`src/rtl/spt_pkg.sv`:
```
package spt_pkg;

    typedef enum logic [2:0] {
        OPC_OTHER = 3'd0,
        OPC_PUSH  = 3'd1,
        OPC_POP   = 3'd2,
        OPC_CALL  = 3'd3,
        OPC_RET   = 3'd4
    } opc_e;

    typedef enum logic {
        ST_TRACK  = 1'b0,
        ST_RESUME = 1'b1
    } trk_state_e;

endpackage

```
`src/rtl/spt_classify.sv`:
```
module spt_classify
    import spt_pkg::*;
#(
    parameter int OFS_W = 8,
    parameter int SZ_W  = 5
) (
    input  logic [OFS_W-1:0] cur_off,
    input  logic [2:0]       op_class,
    input  logic [SZ_W-1:0]  op_size,
    input  logic             sp_expl,
    input  logic             allow_sync,
    output logic             need_sync,
    output logic [OFS_W-1:0] addr_off,
    output logic [OFS_W-1:0] next_off
);
    localparam int EW = OFS_W + 1;

    logic signed [EW-1:0] cur_x;
    logic signed [EW-1:0] size_x;
    logic signed [EW-1:0] lowered;
    logic signed [EW-1:0] raised;
    logic lo_bad, hi_bad, is_push, is_pop, ovf;

    always_comb begin
        cur_x   = {cur_off[OFS_W-1], cur_off};
        size_x  = EW'(op_size);
        lowered = cur_x - size_x;
        raised  = cur_x + size_x;
        // result fits OFS_W bits only when the two top bits agree
        lo_bad  = lowered[EW-1] != lowered[EW-2];
        hi_bad  = raised[EW-1]  != raised[EW-2];
    end

    always_comb begin
        is_push = 1'b0;
        is_pop  = 1'b0;
        unique case (op_class)
            OPC_PUSH, OPC_CALL: is_push = 1'b1;
            OPC_POP,  OPC_RET:  is_pop  = 1'b1;
            default: ;
        endcase
    end

    always_comb begin
        ovf       = (is_push && lo_bad) || (is_pop && hi_bad);
        need_sync = allow_sync && (cur_off != '0) && (sp_expl || ovf);
        addr_off  = is_push ? lowered[OFS_W-1:0] : cur_off;
        if (is_push)     next_off = lowered[OFS_W-1:0];
        else if (is_pop) next_off = raised[OFS_W-1:0];
        else             next_off = cur_off;
    end

endmodule

```
`src/rtl/spt_fsm.sv`:
```
module spt_fsm
    import spt_pkg::*;
#(
    parameter int OFS_W = 8
) (
    input  logic             clk,
    input  logic             rst_n,
    input  logic             flush,
    input  logic             xfer,
    input  logic             xfer_sync,
    input  logic [OFS_W-1:0] next_off,
    output logic [OFS_W-1:0] off_q,
    output logic             allow_sync
);
    trk_state_e state_q, state_d;

    always_ff @(posedge clk or negedge rst_n) begin
        if (!rst_n) state_q <= ST_TRACK;
        else        state_q <= state_d;
    end

    always_comb begin
        state_d = state_q;
        if (flush) begin
            state_d = ST_TRACK;                       // T_FLUSH
        end else begin
            unique case (state_q)
                ST_TRACK:  if (xfer && xfer_sync) state_d = ST_RESUME; // T_SYNC_SENT
                ST_RESUME: if (xfer)              state_d = ST_TRACK;  // T_OP_SENT
                default:                          state_d = ST_TRACK;
            endcase
        end
    end

    always_ff @(posedge clk or negedge rst_n) begin
        if (!rst_n)                off_q <= '0;
        else if (flush)            off_q <= '0;
        else if (xfer && xfer_sync) off_q <= '0;
        else if (xfer)             off_q <= next_off;
    end

    always_comb allow_sync = (state_q == ST_TRACK);


    resume_zero_chk: assert property (@(posedge clk) disable iff (!rst_n)
        (state_q == ST_RESUME) |-> (off_q == '0));


    flush_clear_chk: assert property (@(posedge clk) disable iff (!rst_n)
        flush |=> (off_q == '0) && (state_q == ST_TRACK));

endmodule

```
`src/rtl/spt_outmux.sv`:
```
module spt_outmux #(
    parameter int OFS_W = 8,
    parameter int TAG_W = 6
) (
    input  logic             clk,
    input  logic             rst_n,
    input  logic             flush,
    input  logic             in_valid,
    input  logic             out_ready,
    input  logic             need_sync,
    input  logic [OFS_W-1:0] cur_off,
    input  logic [OFS_W-1:0] addr_off,
    input  logic [2:0]       in_class,
    input  logic [TAG_W-1:0] in_tag,
    output logic             in_ready,
    output logic             out_valid,
    output logic             out_sync,
    output logic [2:0]       out_class,
    output logic [TAG_W-1:0] out_tag,
    output logic [OFS_W-1:0] out_offset
);
    always_comb begin
        out_valid  = in_valid && !flush;
        out_sync   = out_valid && need_sync;
        in_ready   = !flush && out_ready && !out_sync;
        out_class  = out_sync ? 3'd0 : in_class;
        out_tag    = out_sync ? '0 : in_tag;
        out_offset = out_sync ? cur_off : addr_off;
    end


    sync_stall_chk: assert property (@(posedge clk) disable iff (!rst_n)
        out_sync |-> !in_ready);


    flush_block_chk: assert property (@(posedge clk) disable iff (!rst_n)
        flush |-> (!out_valid && !in_ready));

endmodule

```
`src/rtl/spt_delta_tracker.sv`:
```
module spt_delta_tracker
    import spt_pkg::*;
#(
    parameter int OFS_W = 8,
    parameter int SZ_W  = 5,
    parameter int TAG_W = 6
) (
    input  logic             clk,
    input  logic             rst_n,
    input  logic             flush,
    input  logic             in_valid,
    output logic             in_ready,
    input  logic [2:0]       in_class,
    input  logic [SZ_W-1:0]  in_size,
    input  logic             in_sp_explicit,
    input  logic [TAG_W-1:0] in_tag,
    output logic             out_valid,
    input  logic             out_ready,
    output logic             out_sync,
    output logic [2:0]       out_class,
    output logic [TAG_W-1:0] out_tag,
    output logic [OFS_W-1:0] out_offset
);
    logic [OFS_W-1:0] off_q, addr_off, next_off;
    logic need_sync, allow_sync, xfer;

    spt_classify #(.OFS_W(OFS_W), .SZ_W(SZ_W)) u_cls (
        .cur_off    (off_q),
        .op_class   (in_class),
        .op_size    (in_size),
        .sp_expl    (in_sp_explicit),
        .allow_sync (allow_sync),
        .need_sync  (need_sync),
        .addr_off   (addr_off),
        .next_off   (next_off)
    );

    spt_outmux #(.OFS_W(OFS_W), .TAG_W(TAG_W)) u_mux (
        .clk        (clk),
        .rst_n      (rst_n),
        .flush      (flush),
        .in_valid   (in_valid),
        .out_ready  (out_ready),
        .need_sync  (need_sync),
        .cur_off    (off_q),
        .addr_off   (addr_off),
        .in_class   (in_class),
        .in_tag     (in_tag),
        .in_ready   (in_ready),
        .out_valid  (out_valid),
        .out_sync   (out_sync),
        .out_class  (out_class),
        .out_tag    (out_tag),
        .out_offset (out_offset)
    );

    always_comb xfer = out_valid && out_ready;

    spt_fsm #(.OFS_W(OFS_W)) u_fsm (
        .clk        (clk),
        .rst_n      (rst_n),
        .flush      (flush),
        .xfer       (xfer),
        .xfer_sync  (out_sync),
        .next_off   (next_off),
        .off_q      (off_q),
        .allow_sync (allow_sync)
    );


    push_lower_chk: assert property (@(posedge clk) disable iff (!rst_n)
        (xfer && !out_sync && (in_class == 3'd1 || in_class == 3'd3))
        |=> (off_q == OFS_W'($past(off_q) - OFS_W'($past(in_size)))));


    pop_raise_chk: assert property (@(posedge clk) disable iff (!rst_n)
        (xfer && !out_sync && (in_class == 3'd2 || in_class == 3'd4))
        |=> (off_q == OFS_W'($past(off_q) + OFS_W'($past(in_size)))));


    stall_hold_chk: assert property (@(posedge clk) disable iff (!rst_n)
        (!out_ready && !flush) |=> $stable(off_q));

endmodule

```
`config.mk`:
```
export PLATFORM = sky130hd
export DESIGN_NAME = spt_delta_tracker
export DESIGN_NICKNAME = d
export VERILOG_FILES = /design/src/rtl/spt_pkg.sv /design/src/rtl/spt_classify.sv /design/src/rtl/spt_fsm.sv /design/src/rtl/spt_outmux.sv /design/src/rtl/spt_delta_tracker.sv
export SDC_FILE = /design/constraint.sdc
export NUM_CORES = 1
export LEC_CHECK = 0
export BUFFER_PORTS_ARGS = -buffer_cell sky130_fd_sc_hd__buf_4
export CORE_ASPECT_RATIO = 1.2
export CORE_UTILIZATION = 49
export CTS_CLUSTER_DIAMETER = 200
export DETAILED_ROUTE_END_ITERATION = 8
export PLACE_DENSITY = 0.84
export REMOVE_ABC_BUFFERS = 1
export SYNTH_ARGS = -nofsm -noshare
export SYNTH_HDL_FRONTEND = slang
export SYNTH_SLANG_ARGS = --single-unit
```
`constraint.sdc`:
```
create_clock -name clk -period 2.3 [get_ports clk]
set_input_delay 0.115 -clock clk [delete_from_list [all_inputs] [get_ports clk]]
set_output_delay 0.115 -clock clk [all_outputs]
set_load 0.01 [all_outputs]
```
### Yosys cells after proc, flatten, opt, wreduce, memory -nomap -nowiden

Index checks and enable logic that the tools add are counted.

* register bits: 9
* bits of input ports: 20
* word-level logic and storage cells: 46

* $add $sub $neg: 2
* eq/ne operators: 6
* mux-type cells: 15
* bitwise logic cells: 1
* reductions and logical operators: 20

Operator list (count)
* $mux 8: 7
* $logic_and 1x1->1: 10
* $add 8x6->9: 1
* $sub 8x6->9: 1
* $reduce_bool 8->1: 1
* $eq 3x2->1 const B: 2
* $mux 6: 1
* $mux 1: 5
* $reduce_bool 4->1: 1
* $reduce_or 2->1: 2
* $eq 3x1->1 const B: 1
* $eq 3x3->1 const B: 1
* $mux 3: 1
* $reduce_bool 3->1: 1
* $logic_not 1->1: 2
* $logic_or 1x1->1: 2
* $ne 1x1->1: 2
* $pmux 1 s2: 1
* $reduce_and 2->1: 1
* $not 1->1: 1

### Longest topological paths before layout

Gate-level depths: netlist of the first run.

* depth after elaboration: 12
* gate-level depth with buffers: 10
* gate-level depth less buffers: 10

### Modules after synthesis

Synthesis of the first run repeated with hierarchy kept, for this count alone.

* cells, all modules: 171
* area, all modules: 1441.4 µm²

Modules (own cells, without submodules)
* spt_classify: times used 1, cells an instance 123, area each 868.3 µm², sequential area each 0.0 µm²
* spt_fsm: times used 1, cells an instance 24, area each 367.9 µm², sequential area each 225.2 µm²
* spt_outmux: times used 1, cells an instance 23, area each 198.9 µm², sequential area each 0.0 µm²
* spt_delta_tracker: times used 1, cells an instance 1, area each 6.3 µm², sequential area each 0.0 µm²

### Worst setup path before layout of the first run

OpenSTA, ideal clock, no wires.

* path kind: register -> output
* from: reg u_fsm.off_q[0]
* to: out out_class[1]
* arrival time: 2.324 ns
* data required time: 2.185 ns
* setup slack: -0.139 ns
* stages on the path, launching flop included: 11
* buffers on the path: 1
* path through: dfrtp_1 -> inv_1 -> ha_1 -> inv_1 -> fa_1 -> nand3_1 -> nand2_1 -> a41oi_2 -> o211ai_4 -> buf_8 -> a21boi_2

* cells in the longest elaborated chain, start to end: 8
* elaborated cells between the ends (all ways): 13

Ends and longest elaborated chain
* start, declared: line spt_fsm.sv:12 `output logic [OFS_W-1:0] off_q,`
* start signal, assigned: line spt_fsm.sv:39 `else if (xfer) off_q <= next_off;`
* $sub 8x6->9 / $add 8x6->9 (equally long branches): line spt_classify.sv:27, spt_classify.sv:28
* $ne 1x1->1 (on tied branches): line spt_classify.sv:30, spt_classify.sv:31
* $logic_and 1x1->1: line spt_classify.sv:45 `ovf = (is_push && lo_bad) || (is_pop && hi_bad);`
* $logic_or 1x1->1: line spt_classify.sv:45
* $logic_or 1x1->1: line spt_classify.sv:46 `need_sync = allow_sync && (cur_off != '0) && (sp_expl || ovf);`
* $logic_and 1x1->1 *: line spt_classify.sv:46
* $logic_and 1x1->1 *: line spt_outmux.sv:24 `out_sync = out_valid && need_sync;`
* $mux 3 *: line spt_outmux.sv:26 `out_class = out_sync ? 3'd0 : in_class;`
* end, declared: line spt_delta_tracker.sv:20 `output logic [2:0] out_class,`

Mark *: on every way between the ends. The rest lies on a longest branch, timed or not.

### Worst setup path in the final report of the first run

Ends and elaborated chain as after synthesis.

==> results of run 1 <==
==> area by class of cell <==
class	instances	area [µm²]
Multi-Input combinational cell	143	1441
Fill cell	190	618.1
Timing Repair Buffer	84	678.2
Tap cell	36	45.04
Inverter	12	47.55
Sequential cell	9	226.5
Clock buffer	4	26.28
==> through the flow <==
stage / cell area [µm²] / cells / util (%) / worst slack [ns] / TNS (ns)
after floorplan: 1498 / 164 / - / -0.1512 / -2.739
after global placement: 2098 / 274 / 68.06 / -0.1335 / -2.302
after detailed placement: 2098 / 274 / 68.06 / -0.2113 / -3.593
after CTS: 2365 / 284 / 76.70 / -0.3345 / -5.793
after global routing: 2465 / 288 / 79.95 / -0.4487 / -8.923
final: 2465 / 288 / 79.95 / -0.3727 / -6.925
==> repair_timing <==
action                                 4_1_cts  5_1_grt
setup buffers                                5        4
hold buffers                                 1        0
gates resized for setup                     42       14
pin swaps                                   16       24
endpoints found under the hold margin        9        0
setup endpoints to repair                   28       28
==> sequential cells by signal, summed over array words and instances, names as in the netlist <==
signal,cells
u_fsm.off_q,8
u_fsm.state_q,1
==> worst max-delay path by stage <==
stage                          startpoint                    endpoint  slack, ns  cells past startpoint
2_1_floorplan  u_fsm.off_q[0]$_DFFE_PN0P_                    out_sync      -0.15                      8
6_report       u_fsm.off_q[0]$_DFFE_PN0P_                out_class[1]      -0.37                     10
4_1_cts        u_fsm.off_q[0]$_DFFE_PN0P_                out_class[1]      -0.33                     10
5_1_grt        u_fsm.off_q[0]$_DFFE_PN0P_               out_offset[6]      -0.45                     11
3_3_place_gp   u_fsm.off_q[1]$_DFFE_PN0P_               out_offset[1]      -0.13                      8
3_5_place_dp   u_fsm.off_q[0]$_DFFE_PN0P_  u_fsm.off_q[6]$_DFFE_PN0P_      -0.21                     11
==> power by group through the flow <==
stage	Sequential (mW)	Combinational [mW]	Clock (mW)
after floorplan	0.169	0.169	0
after CTS	0.167	0.354	0.129
final	0.167	0.386	0.127
after global placement	0.168	0.307	0
after global routing	0.167	0.408	0.137
after detailed placement	0.169	0.314	0
==> cells in the final DEF, fill, tap and decap left out, drive strengths merged, types with 3 or more instances in the layout <==
master / n
mux2i: 3
a21boi: 9
nor4: 4
a21oi: 12
nand4b: 3
xnor2: 6
buf: 83
xor2: 4
nor3: 5
inv: 12
dfrtp: 9
o21ai: 8
nand2: 14
nor2b: 5
nor2: 13
a211oi: 5
clkbuf: 4
mux2: 4
ha: 10
o211ai: 4
nand3: 3
a221oi: 4
==> cells by family (layout without fill, tap and decap cells) <==
family | after synthesis | count (layout)
AOI/OAI and AO/OA | 56 | 56
xor gates and xnor gates | 10 | 10
adders and majority gates | 12 | 12
buffers and inverters | 24 | 100
DFF | 9 | 9
muxes | 7 | 7
and+or+nand+nor | 58 | 58
==> worst reg2reg max path, stage by stage (launching register included) <==
cell and delay (ns):
sky130_fd_sc_hd__dfrtp_2 0.45, sky130_fd_sc_hd__ha_4 0.29, sky130_fd_sc_hd__buf_4 0.10, sky130_fd_sc_hd__nor2b_1 0.04, sky130_fd_sc_hd__o21ai_0 0.37, sky130_fd_sc_hd__nand2_1 0.20, sky130_fd_sc_hd__xnor2_2 0.27, sky130_fd_sc_hd__o211ai_4 0.14
sky130_fd_sc_hd__buf_4 0.21, sky130_fd_sc_hd__a221oi_4 0.29
==> routing by layer <==
metal / up-vias / global-route usage (%) / routed length, µm
met4: 0 / 16.99 / 268
li1: 795 / - / -
met1: 823 / 36.83 / 2075
met3: 23 / 2.817 / 293
met5: - / 0 / 0
met2: 75 / 55.71 / 2830
==> flow_metrics.tcl, run 1 <==
set metrics [dict create \
    max_freq_mhz 374.2 \
    synthesis.instances 176 \
    data_arrival_at_the_endpoint_of_the_critical_path_ns 2.56 \
    floorplan.core_area_mm2 0.003083 \
    timing_worst_slew_pin_value_ns 0.5445 \
    violations_in_the_final_reports "negative setup slack" \
    yosys_warnings 0 \
    timing.slew.headroom_pct 63.66 \
    synth_simple_gate_area_share_pct 21.57 \
    holdPathEnd "u_fsm.off_q[7]$_DFFE_PN0P_" \
    sw_frac_of_total_pct 37.42 \
    pwr-share-comb_pct 56.7 \
    drtIter0Drc 58 \
    htreeDepth 1 \
    rsz0062_at_grt "yes" \
    final.setup_skew_ns 0.0005932 \
    post_layout_net_count 285 \
    numCtsBuffers 3 \
    pwr_density_cell_mw_per_mm2 275.7 \
    power_report.internal_total_mw 0.4252 \
    number_of_iterations_in_the_first_detailed_routing_pass 4 \
    clkLatencyLatePin_ns 0.27 \
    synth_enable_flop_cells 0 \
    detail-route-antenna-nets 0 \
    synth-adder-area-share_pct 10.35 \
    post_synth_xor_area_fraction_pct 5.490 \
    globalRouteTotalUtil_pct 31.94 \
    port_buffers 39 \
    timing.rr.end "u_fsm.off_q[4]$_DFFE_PN0P_" \
    io_pins 40 \
    worst_path_max_delay_cell "sky130_fd_sc_hd__dfrtp_1" \
    grt_pass1_wl_mm 8.135 \
    power.share.sequential_pct 24.6 \
    crit_path_cell_trace "ha_2 -> fa_2 -> nor2b_4 -> o211ai_1 -> a21boi_2 -> xnor2_2 -> o211ai_4 -> buf_6 -> a21boi_2 -> buf_4" \
    final.hold.worst_slack_ns 0.1365 \
    synth_top_cells_by_area "sky130_fd_sc_hd__dfrtp_1 (14%), sky130_fd_sc_hd__ha_1 (7.8%), sky130_fd_sc_hd__a21boi_2 (5.6%)" \
    ir_worst_vdd_mv 0.2613 \
    cell_chosen_for_the_clock_root "sky130_fd_sc_hd__clkbuf_4" \
    drt_wl_total_mm 5.467 \
    mappedNetlistArea_mm2 0.001595 \
    min_delay_path_depth 2 \
    avgRoutedWirePerCell_um 18.98 \
    timing.reg2reg.setup_slack_ns -0.16 \
    hold_class "primary input to flop" \
    number_of_cells_on_the_worst_reg_to_reg_path 9 \
    final_period_minus_worst_setup_slack_ns 2.673 \
    total_power_mw 0.6795 \
    cts_max_path_buffers 2 \
    register_area_share_after_synthesis_pct 14.12 \
    rows 22 \
    p_switching_mw 0.2543 \
    antenna_cells_inserted 0 \
    critical_path.n_buffers_inverters 2 \
    hpwl_detailed_mm 3.411 \
    final_layout_size_suffix_gt1_share_pct 59.92 \
    drt-vias-per-instance 5.958 \
    power.share.clock_pct 18.7 \
    path_class "flop to primary output" \
    critical_path_required_ns 2.18 \
    synth_largest_area_cell "sky130_fd_sc_hd__dfrtp_1" \
    synthesized_area_fraction_occupied_by_ao_oa_aoi_and_oai_cells_pct 33.73 \
    horiz_die_dim_um 54.09 \
    combinational_family_with_the_most_area_after_synthesis "compound AO/OA/AOI/OAI gates" \
    async_flop_share_pct 100.0 \
    slew_viol_final 0 \
    worstHoldStart "flush" \
    drt_drc_violations_left 0 \
    max_cap_viol_count 0 \
    synth.mux.area_fraction_pct 5.647 \
    finalCritPeriodShare_pct 116.2 \
    report.final.setup_viol 28 \
    worst_path_dominant_cell_family "compound AO/OA/AOI/OAI gates" \
    ys_seq_elements 9 \
    setup_slack_after_layout_ns -0.3727 \
    cellLeakagePower_nw 1.047 \
    antenna_found_initial 0 \
    synth.top_cells.by_count "sky130_fd_sc_hd__nand2_1 (13), sky130_fd_sc_hd__nor2_1 (12), sky130_fd_sc_hd__a21oi_1 (10), sky130_fd_sc_hd__ha_1 (10), sky130_fd_sc_hd__inv_1 (10)" \
    grt_start_max_net_pins 14 \
    cts_num_sinks 9 \
    synth_top_area_share_pct 14.12 \
    area_of_the_die_mm2 0.003489 \
    num_vias 1716 \
    rr_startpoint "u_fsm.off_q[1]$_DFFE_PN0P_" \
    chipHeight_um 64.51 \
    synth_most_common_cell "sky130_fd_sc_hd__nand2_1" \
    place.gp.congestion 0.8931 \
    clk_pin_slew_ns 0.06 \
    timing.critical_path.from_type "flop" \
    status "complete, but fails checks" \
    netlist-cell-type-count 59 \
    worst_path_most_repeated_cell "sky130_fd_sc_hd__a21boi_2" \
    initial_utilization_pct 51.75 \
    synthFlopType "sky130_fd_sc_hd__dfrtp_1" \
    synthesis.area_per_instance_um2 9.064 \
    worstPathMaxFanout 5 \
    cts_tree "built" \
    critPathCaptureType "primary output" \
    grt_overflow 0 \
    crit_path_max_incr_delay_ns 0.40 \
    grt_pass1_vias 1741 \
    synthToLayoutAreaGrowth_pct 54.51 \
    final_hold_violating_endpoints 0 \
]
No activity file was read; power rests on OpenSTA's default activity.
==> run 2: changes to the inputs <==
--- a/config.mk
+++ b/config.mk
@@ -5,12 +5,15 @@
 export SDC_FILE = /design/constraint.sdc
 export NUM_CORES = 1
 export LEC_CHECK = 0
+export ABC_AREA = 1
 export BUFFER_PORTS_ARGS = -buffer_cell sky130_fd_sc_hd__buf_4
+export CELL_PAD_IN_SITES_DETAIL_PLACEMENT = 0
+export CELL_PAD_IN_SITES_GLOBAL_PLACEMENT = 1
 export CORE_ASPECT_RATIO = 1.2
-export CORE_UTILIZATION = 49
+export CORE_UTILIZATION = 37
 export CTS_CLUSTER_DIAMETER = 200
 export DETAILED_ROUTE_END_ITERATION = 8
-export PLACE_DENSITY = 0.84
+export PLACE_DENSITY = 0.87
 export REMOVE_ABC_BUFFERS = 1
 export SYNTH_ARGS = -nofsm -noshare
 export SYNTH_HDL_FRONTEND = slang
==> constraint.sdc (replaced) <==
create_clock -name clk -period 2.85 [get_ports clk]
set_input_delay 0.1425 -clock clk [delete_from_list [all_inputs] [get_ports clk]]
set_output_delay 0.1425 -clock clk [all_outputs]
set_load 0.01 [all_outputs]
==> run 2 against run 1 <==
The flow now finishes without violations. Hold slack gained 0.12 ns. Clock-buffer cell count unchanged. Cell area shrank 20%. Area after synthesis is 0.39% higher. Die area is 32% higher. Via count decreased by 2.3%. Critical endpoint is now out_offset[1]. Largest cell class unchanged. Highest routed layer unchanged.
==> flow_metrics.tcl, run 2 <==
set metrics [dict create \
    horiz_die_dim_um 62.06 \
    synth_top_area_share_pct 14.06 \
    number_of_iterations_in_the_first_detailed_routing_pass 4 \
    pwr_density_cell_mw_per_mm2 327.5 \
    area_of_the_die_mm2 0.004597 \
    ir_worst_vdd_mv 0.3138 \
    final.hold.worst_slack_ns 0.2520 \
    largest_register_ffs 8 \
    report.final.setup_viol 0 \
    layout_top_registers "u_fsm.off_q x8, u_fsm.state_q x1" \
    synth_enable_flop_cells 0 \
    antenna_found_initial 0 \
    utilization_pct 48.99 \
    chipHeight_um 74.07 \
    final.fill_count 418 \
    register_area_share_after_synthesis_pct 14.06 \
    critical_path_required_ns 2.71 \
    numCtsBuffers 3 \
    total_power_mw 0.6475 \
    netlist-cell-type-count 30 \
    accumulated_negative_setup_slack_ns 0 \
    cellLeakagePower_nw 1.061 \
    synth_most_common_cell "sky130_fd_sc_hd__nand2_1" \
    floorplan.core_area_mm2 0.004035 \
    clkLatencyLatePin_ns 0.22 \
    htreeDepth 1 \
    grt_overflow 0 \
    final_hold_violating_endpoints 0 \
    num_vias 1677 \
    grt_pass1_vias 1407 \
    path_class "flop to primary output" \
    cts_num_sinks 9 \
    max_freq_mhz 372.0 \
    final.setup_skew_ns 0.0002510 \
    synthesis.area_per_instance_um2 6.537 \
    final_layout_size_suffix_gt1_share_pct 34.86 \
    layout.cells.most_common_list "sky130_fd_sc_hd__nand2_1 (52), sky130_fd_sc_hd__buf_4 (43), sky130_fd_sc_hd__inv_1 (33)" \
    antenna_cells_inserted 0 \
    combinational_family_with_the_most_area_after_synthesis "simple AND/OR/NAND/NOR gates" \
    hold_class "primary input to flop" \
    timing.slew.headroom_pct 52.55 \
    ys_seq_elements 9 \
    max_cap_viol_count 0 \
    data_arrival_at_the_endpoint_of_the_critical_path_ns 2.55 \
    hpwl_detailed_mm 3.516 \
    cell_chosen_for_the_clock_root "sky130_fd_sc_hd__clkbuf_8" \
    slew_viol_final 0 \
    avgRoutedWirePerCell_um 12.73 \
    synthToLayoutAreaGrowth_pct 23.44 \
    drtIter0Drc 120 \
    worstPathMaxFanout 9 \
    status "complete, no violations" \
    timing_worst_slew_pin_value_ns 0.7104 \
    detail-route-antenna-nets 0 \
    synth_largest_area_cell "sky130_fd_sc_hd__dfrtp_1" \
    post_layout_net_count 317 \
    drt_drc_violations_left 0 \
    timing.critical_path.from_type "flop" \
    mappedNetlistArea_mm2 0.001602 \
    drt-vias-per-instance 4.962 \
    initial_utilization_pct 39.69 \
    port_buffers 39 \
    rsz0062_at_grt "no" \
    clk_pin_slew_ns 0.04 \
    cts_tree "built" \
    grt_pass1_wl_mm 6.679 \
    rows 25 \
    top_register "u_fsm.off_q" \
    synth_simple_gate_area_share_pct 39.06 \
    yosys_warnings 0 \
    synthesis.instances 245 \
    synthesized_area_fraction_occupied_by_ao_oa_aoi_and_oai_cells_pct 17.66 \
    globalRouteTotalUtil_pct 19.23 \
    grt_start_max_net_pins 18 \
    synth_top_cells_by_area "sky130_fd_sc_hd__dfrtp_1 (14%), sky130_fd_sc_hd__nand2_1 (12%), sky130_fd_sc_hd__inv_1 (8.0%)" \
    synth.mux.area_fraction_pct 0 \
    synth-adder-area-share_pct 10.31 \
    cts_max_path_buffers 2 \
    finalCritPeriodShare_pct 94.33 \
    synth.top_cells.by_count "sky130_fd_sc_hd__nand2_1 (52), sky130_fd_sc_hd__inv_1 (34), sky130_fd_sc_hd__nand3_1 (19), sky130_fd_sc_hd__nor2_1 (16), sky130_fd_sc_hd__o21ai_0 (14)" \
    post_synth_xor_area_fraction_pct 2.188 \
    final_period_minus_worst_setup_slack_ns 2.688 \
    critPathCaptureType "primary output" \
    drt_wl_total_mm 4.302 \
    synthFlopType "sky130_fd_sc_hd__dfrtp_1" \
    io_pins 40 \
    place.gp.congestion 0.8717 \
    mostFrequentLayoutCell "sky130_fd_sc_hd__nand2_1" \
    async_flop_share_pct 100.0 \
]
## run 2: cell count changes in the layout (fill, tap and decap cells not counted), moves of 11 or more
| cell | previous run | this run |
|---|---|---|
| sky130_fd_sc_hd__buf_6 | 12 | 0 |
| sky130_fd_sc_hd__inv_1 | 8 | 33 |
| sky130_fd_sc_hd__nand3_1 | 2 | 19 |
| sky130_fd_sc_hd__buf_4 | 71 | 43 |
| sky130_fd_sc_hd__nand2_1 | 12 | 52 |
| sky130_fd_sc_hd__nor2_2 | 1 | 12 |
## run 2: cells by family after synthesis
group / after synthesis
AOI/OAI and AO/OA: 44
DFF: 9
buffers and inverters: 52
adders and majority gates: 12
xor gates and xnor gates: 4
and+or+nand+nor: 124
## run 2: routing by layer
metal	up-vias	share of wire [%]	wire, µm	GRT usage (%)
met1	765	45	1951	27.72
li1	870	-	-	-
met2	38	51	2214	31.44
met5	-	0	0	0
met3	4	2.4	105	0.5217
met4	0	0.70	30	4.444
## run 2: what timing repair did
item	CTS	global route
hold endpoints to repair	9	0
hold buffers	1	0
setup buffers	0	1
cloned	0	1
resized for setup	1	4
endpoints found under the setup margin	1	13
## run 2: cell type report
class	instances	area, µm²	share of cell area [%]
multi-input cells	185	1134	57.34
repair buffers	44	332.8	16.84
flip-flops and latches	9	225.2	11.39
inverters	42	172.7	8.734
well taps	54	67.56	3.418
clock buffers	4	45.04	2.278
## run 2: worst max-delay path, stage by stage (launching register included)
cell                      delay [ns]
sky130_fd_sc_hd__dfrtp_1        0.41
sky130_fd_sc_hd__ha_1           0.26
sky130_fd_sc_hd__fa_1           0.45
sky130_fd_sc_hd__nand2_1        0.12
sky130_fd_sc_hd__nand2_1        0.09
sky130_fd_sc_hd__nand2_1        0.07
sky130_fd_sc_hd__nand2_1        0.05
sky130_fd_sc_hd__nand2_1        0.06
sky130_fd_sc_hd__nand3_1        0.07
sky130_fd_sc_hd__nand2_1        0.08
sky130_fd_sc_hd__inv_2          0.04
sky130_fd_sc_hd__nand2_4        0.11
sky130_fd_sc_hd__nand2_8        0.09
sky130_fd_sc_hd__buf_4          0.17
sky130_fd_sc_hd__o21ai_2        0.10
sky130_fd_sc_hd__buf_4          0.13
## run 2: per-stage QoR
| step | instance area, µm² | std cells | worst slack (ns) |
|---|---|---|---|
| after floorplan | 1504 | 235 | 0.4343 |
| after global placement | 1887 | 331 | 0.3127 |
| after detailed placement | 1887 | 331 | 0.2038 |
| after CTS | 1951 | 336 | 0.03599 |
| after global routing | 1977 | 338 | 0.0004996 |
| final | 1977 | 338 | 0.1615 |
## run 2: path summary, 6_finish.rpt
path                                             from                         end  slack, ns  cells past startpoint
hold reg to reg               u_fsm.state_q$_DFF_PN0_     u_fsm.state_q$_DFF_PN0_       0.55                      2
min in group asynchronous                       rst_n     u_fsm.state_q$_DFF_PN0_       0.28                      2
setup / recovery           u_fsm.off_q[0]$_DFFE_PN0P_               out_offset[1]       0.16                     15
max in group asynchronous                       rst_n  u_fsm.off_q[2]$_DFFE_PN0P_       2.44                      2
hold / removal                                  flush  u_fsm.off_q[2]$_DFFE_PN0P_       0.25                      4
setup reg to reg           u_fsm.off_q[0]$_DFFE_PN0P_  u_fsm.off_q[7]$_DFFE_PN0P_       0.43                     14
## run 2: report_power, final
group / total (mW) / switching (mW) / internal, mW / leakage (nW)
Sequential: 0.156 / 0.0203 / 0.136 / 0.123
Clock: 0.142 / 0.0446 / 0.0970 / 0.0228
Combinational: 0.350 / 0.204 / 0.146 / 0.915
==> run 3: changes to the inputs <==
--- a/config.mk
+++ b/config.mk
@@ -10,10 +10,10 @@
 export CELL_PAD_IN_SITES_DETAIL_PLACEMENT = 0
 export CELL_PAD_IN_SITES_GLOBAL_PLACEMENT = 1
 export CORE_ASPECT_RATIO = 1.2
-export CORE_UTILIZATION = 37
+export CORE_UTILIZATION = 35
 export CTS_CLUSTER_DIAMETER = 200
 export DETAILED_ROUTE_END_ITERATION = 8
-export PLACE_DENSITY = 0.87
+export PLACE_DENSITY = 0.83
 export REMOVE_ABC_BUFFERS = 1
 export SYNTH_ARGS = -nofsm -noshare
 export SYNTH_HDL_FRONTEND = slang
==> run 3 against run 2 <==
Clock skew is 0.0027 ns higher. Flip-flop and latch count did not move. Total power is 0.98% higher. Cell area is 0.51% higher. Sequential share of layout area down 0.057 points. Non-clock buffer count increased by 1. Largest power group unchanged. Routed wire length decreased by 1.2%. Largest cell class unchanged. Critical path type unchanged. Maximum frequency grew 2.7%. Critical endpoint is now out_offset[5]. Global-route usage decreased by 0.69 points. Combinational power about the same. Via count down 1.3%.
==> flow_metrics.tcl, run 3 (synthesized netlist as in run 2, its figures left out) <==
set metrics [dict create \
    data_arrival_at_the_endpoint_of_the_critical_path_ns 2.48 \
    final_layout_size_suffix_gt1_share_pct 35.09 \
    drt_wl_total_mm 4.251 \
    final.setup_skew_ns 0.002992 \
    crit_path_max_incr_delay_ns 0.45 \
    synthToLayoutAreaGrowth_pct 24.06 \
    final_hold_violating_endpoints 0 \
    max_freq_mhz 381.9 \
    status "complete, no violations" \
    power.share.sequential_pct 23.9 \
    accumulated_negative_setup_slack_ns 0 \
    number_of_cells_on_the_worst_reg_to_reg_path 15 \
    clk_pin_slew_ns 0.04 \
    utilization_pct 45.92 \
    grt_overflow 0 \
    holdPathEnd "u_fsm.off_q[5]$_DFFE_PN0P_" \
    rsz0062_at_grt "yes" \
    avgRoutedWirePerCell_um 12.47 \
    numCtsBuffers 3 \
    hpwl_detailed_mm 3.474 \
    path_class "flop to primary output" \
    horiz_die_dim_um 63.75 \
    cell_chosen_for_the_clock_root "sky130_fd_sc_hd__clkbuf_8" \
    p_switching_mw 0.2725 \
    ir_worst_vdd_mv 0.3047 \
    timing.rr.end "u_fsm.off_q[1]$_DFFE_PN0P_" \
    htreeDepth 1 \
    area_of_the_die_mm2 0.004851 \
    antenna_cells_inserted 0 \
    port_buffers 39 \
    critical_path_required_ns 2.71 \
    largest_register_ffs 8 \
    crit_path_cell_trace "ha_1 -> fa_1 -> nand2_1 -> nand2_1 -> nand2_1 -> nand2_1 -> nand2_1 -> nand3_1 -> nand2_1 -> inv_2 -> nand2_4 -> nand2_4 -> o21ai_2 -> buf_4" \
    mostFrequentLayoutCell "sky130_fd_sc_hd__nand2_1" \
    final_cell_count_without_fillers 341 \
    layout_top_registers "u_fsm.off_q x8, u_fsm.state_q x1" \
    timing.critical_path.from_type "flop" \
    worst_path_most_repeated_cell "sky130_fd_sc_hd__nand2_1" \
    critPathCaptureType "primary output" \
    floorplan.core_area_mm2 0.004327 \
    setup_slack_after_layout_ns 0.2318 \
    final_period_minus_worst_setup_slack_ns 2.618 \
    num_vias 1655 \
    io_pins 40 \
    pwr-share-comb_pct 53.9 \
    report.final.setup_viol 0 \
    globalRouteTotalUtil_pct 18.54 \
    antenna_found_initial 0 \
    worstHoldStart "flush" \
    worstPathMaxFanout 8 \
    layout.cells.most_common_list "sky130_fd_sc_hd__nand2_1 (52), sky130_fd_sc_hd__buf_4 (44), sky130_fd_sc_hd__inv_1 (33)" \
    number_of_iterations_in_the_first_detailed_routing_pass 4 \
    min_delay_path_depth 4 \
    drt_drc_violations_left 0 \
    sw_frac_of_total_pct 41.67 \
    detail-route-antenna-nets 0 \
    grt_pass1_wl_mm 7.348 \
    hold_class "primary input to flop" \
    timing_worst_slew_pin_value_ns 0.7381 \
    place.gp.congestion 0.8382 \
    placement.setup.worst_slack_ns 0.2414 \
    pwr_density_cell_mw_per_mm2 329.1 \
    cellLeakagePower_nw 1.062 \
    timing.slew.headroom_pct 50.70 \
    drt-vias-per-instance 4.853 \
    initial_utilization_pct 37.02 \
    rows 26 \
    cts_tree "built" \
    grt_start_max_net_pins 18 \
    rr_startpoint "u_fsm.off_q[0]$_DFFE_PN0P_" \
    cts_num_sinks 9 \
    worst_path_max_delay_cell "sky130_fd_sc_hd__fa_1" \
    power.share.clock_pct 22.2 \
    chipHeight_um 76.10 \
    top_register "u_fsm.off_q" \
    grt_pass1_vias 1607 \
    placed_cells_incl_taps 334 \
    max_cap_viol_count 0 \
    post_layout_net_count 318 \
    drtIter0Drc 91 \
    power_report.internal_total_mw 0.3814 \
    timing.reg2reg.setup_slack_ns 0.36 \
    finalCritPeriodShare_pct 91.87 \
    cts_max_path_buffers 2 \
    clkLatencyLatePin_ns 0.23 \
    slew_viol_final 0 \
]
-- run 3: cell count changes in the layout (fill, tap and decap cells not counted) --
cell	before	now
sky130_fd_sc_hd__ha_1	10	9
sky130_fd_sc_hd__nor3_2	2	1
sky130_fd_sc_hd__inv_6	0	1
sky130_fd_sc_hd__nor3_1	3	4
sky130_fd_sc_hd__buf_4	43	44
sky130_fd_sc_hd__o21ai_1	7	8
sky130_fd_sc_hd__ha_2	0	1
sky130_fd_sc_hd__o21ai_0	14	13
sky130_fd_sc_hd__inv_4	3	2
-- run 3: final cells by class --
class / instances / area, µm²
clock buffer: 4 / 45.04
timing repair buffer: 45 / 340.3
fill: 467 / 2340
multi-input combinational: 185 / 1131
inverter: 42 / 175.2
tap: 56 / 70.07
sequential: 9 / 225.2
-- run 3: through the flow --
| step | instance area, µm² | power, mW | hold slack [ns] |
|---|---|---|---|
| final | 1987 | 0.6538 | 0.2477 |
| after global placement | 1897 | 0.4960 | -0.02688 |
| after floorplan | 1504 | 0.3736 | -0.1531 |
| after global routing | 1987 | 0.7097 | 0.2656 |
| after CTS | 1961 | 0.6489 | 0.2542 |
| after detailed placement | 1897 | 0.4943 | -0.02692 |
-- run 3: power by group through the flow --
stage | registers, mW | logic, mW | clock network [mW]
after floorplan | 0.153 | 0.221 | 0
after global placement | 0.159 | 0.337 | 0
after detailed placement | 0.158 | 0.336 | 0
after CTS | 0.156 | 0.343 | 0.149
after global routing | 0.159 | 0.392 | 0.159
final | 0.157 | 0.352 | 0.145
-- run 3: what timing repair did --
| item | 4_1_cts | 5_1_grt |
|---|---|---|
| hold buffers | 1 | 0 |
| endpoints found under the hold margin | 9 | 0 |
| resized for setup | 1 | 6 |
| cloned | 0 | 1 |
| setup buffers | 0 | 1 |
| endpoints found under the setup margin | 1 | 17 |
| pin swaps | 0 | 2 |
-- run 3: how the worst max path moves through the flow --
stage	startpoint	to	slack, ns	cells past startpoint
2_1_floorplan	u_fsm.off_q[0]$_DFFE_PN0P_	in_ready	0.43	15
3_3_place_gp	u_fsm.off_q[3]$_DFFE_PN0P_	in_ready	0.31	14
3_5_place_dp	u_fsm.off_q[0]$_DFFE_PN0P_	in_ready	0.24	16
4_1_cts	u_fsm.off_q[0]$_DFFE_PN0P_	in_ready	0.05	15
5_1_grt	u_fsm.off_q[0]$_DFFE_PN0P_	out_offset[5]	0.002	14
6_report	u_fsm.off_q[0]$_DFFE_PN0P_	out_offset[5]	0.23	14
-- run 3: worst max-delay path: cells and delay by family (launching register included) --
| family | cells | cell delay (ns) |
|---|---|---|
| adders and majority gates | 2 | 0.70 |
| buffers and inverters | 2 | 0.19 |
| DFF | 1 | 0.41 |
| and+or+nand+nor | 9 | 0.76 |
| AOI/OAI and AO/OA | 1 | 0.20 |
-- run 3: routing by layer --
metal  vias up  routed length [µm]  track usage (%)
met5         -                   0                0
met4         0                  54            5.000
met3         6                 114           0.2994
met2        33                2096            31.17
met1       746                1986            25.73
li1        870                   -                -
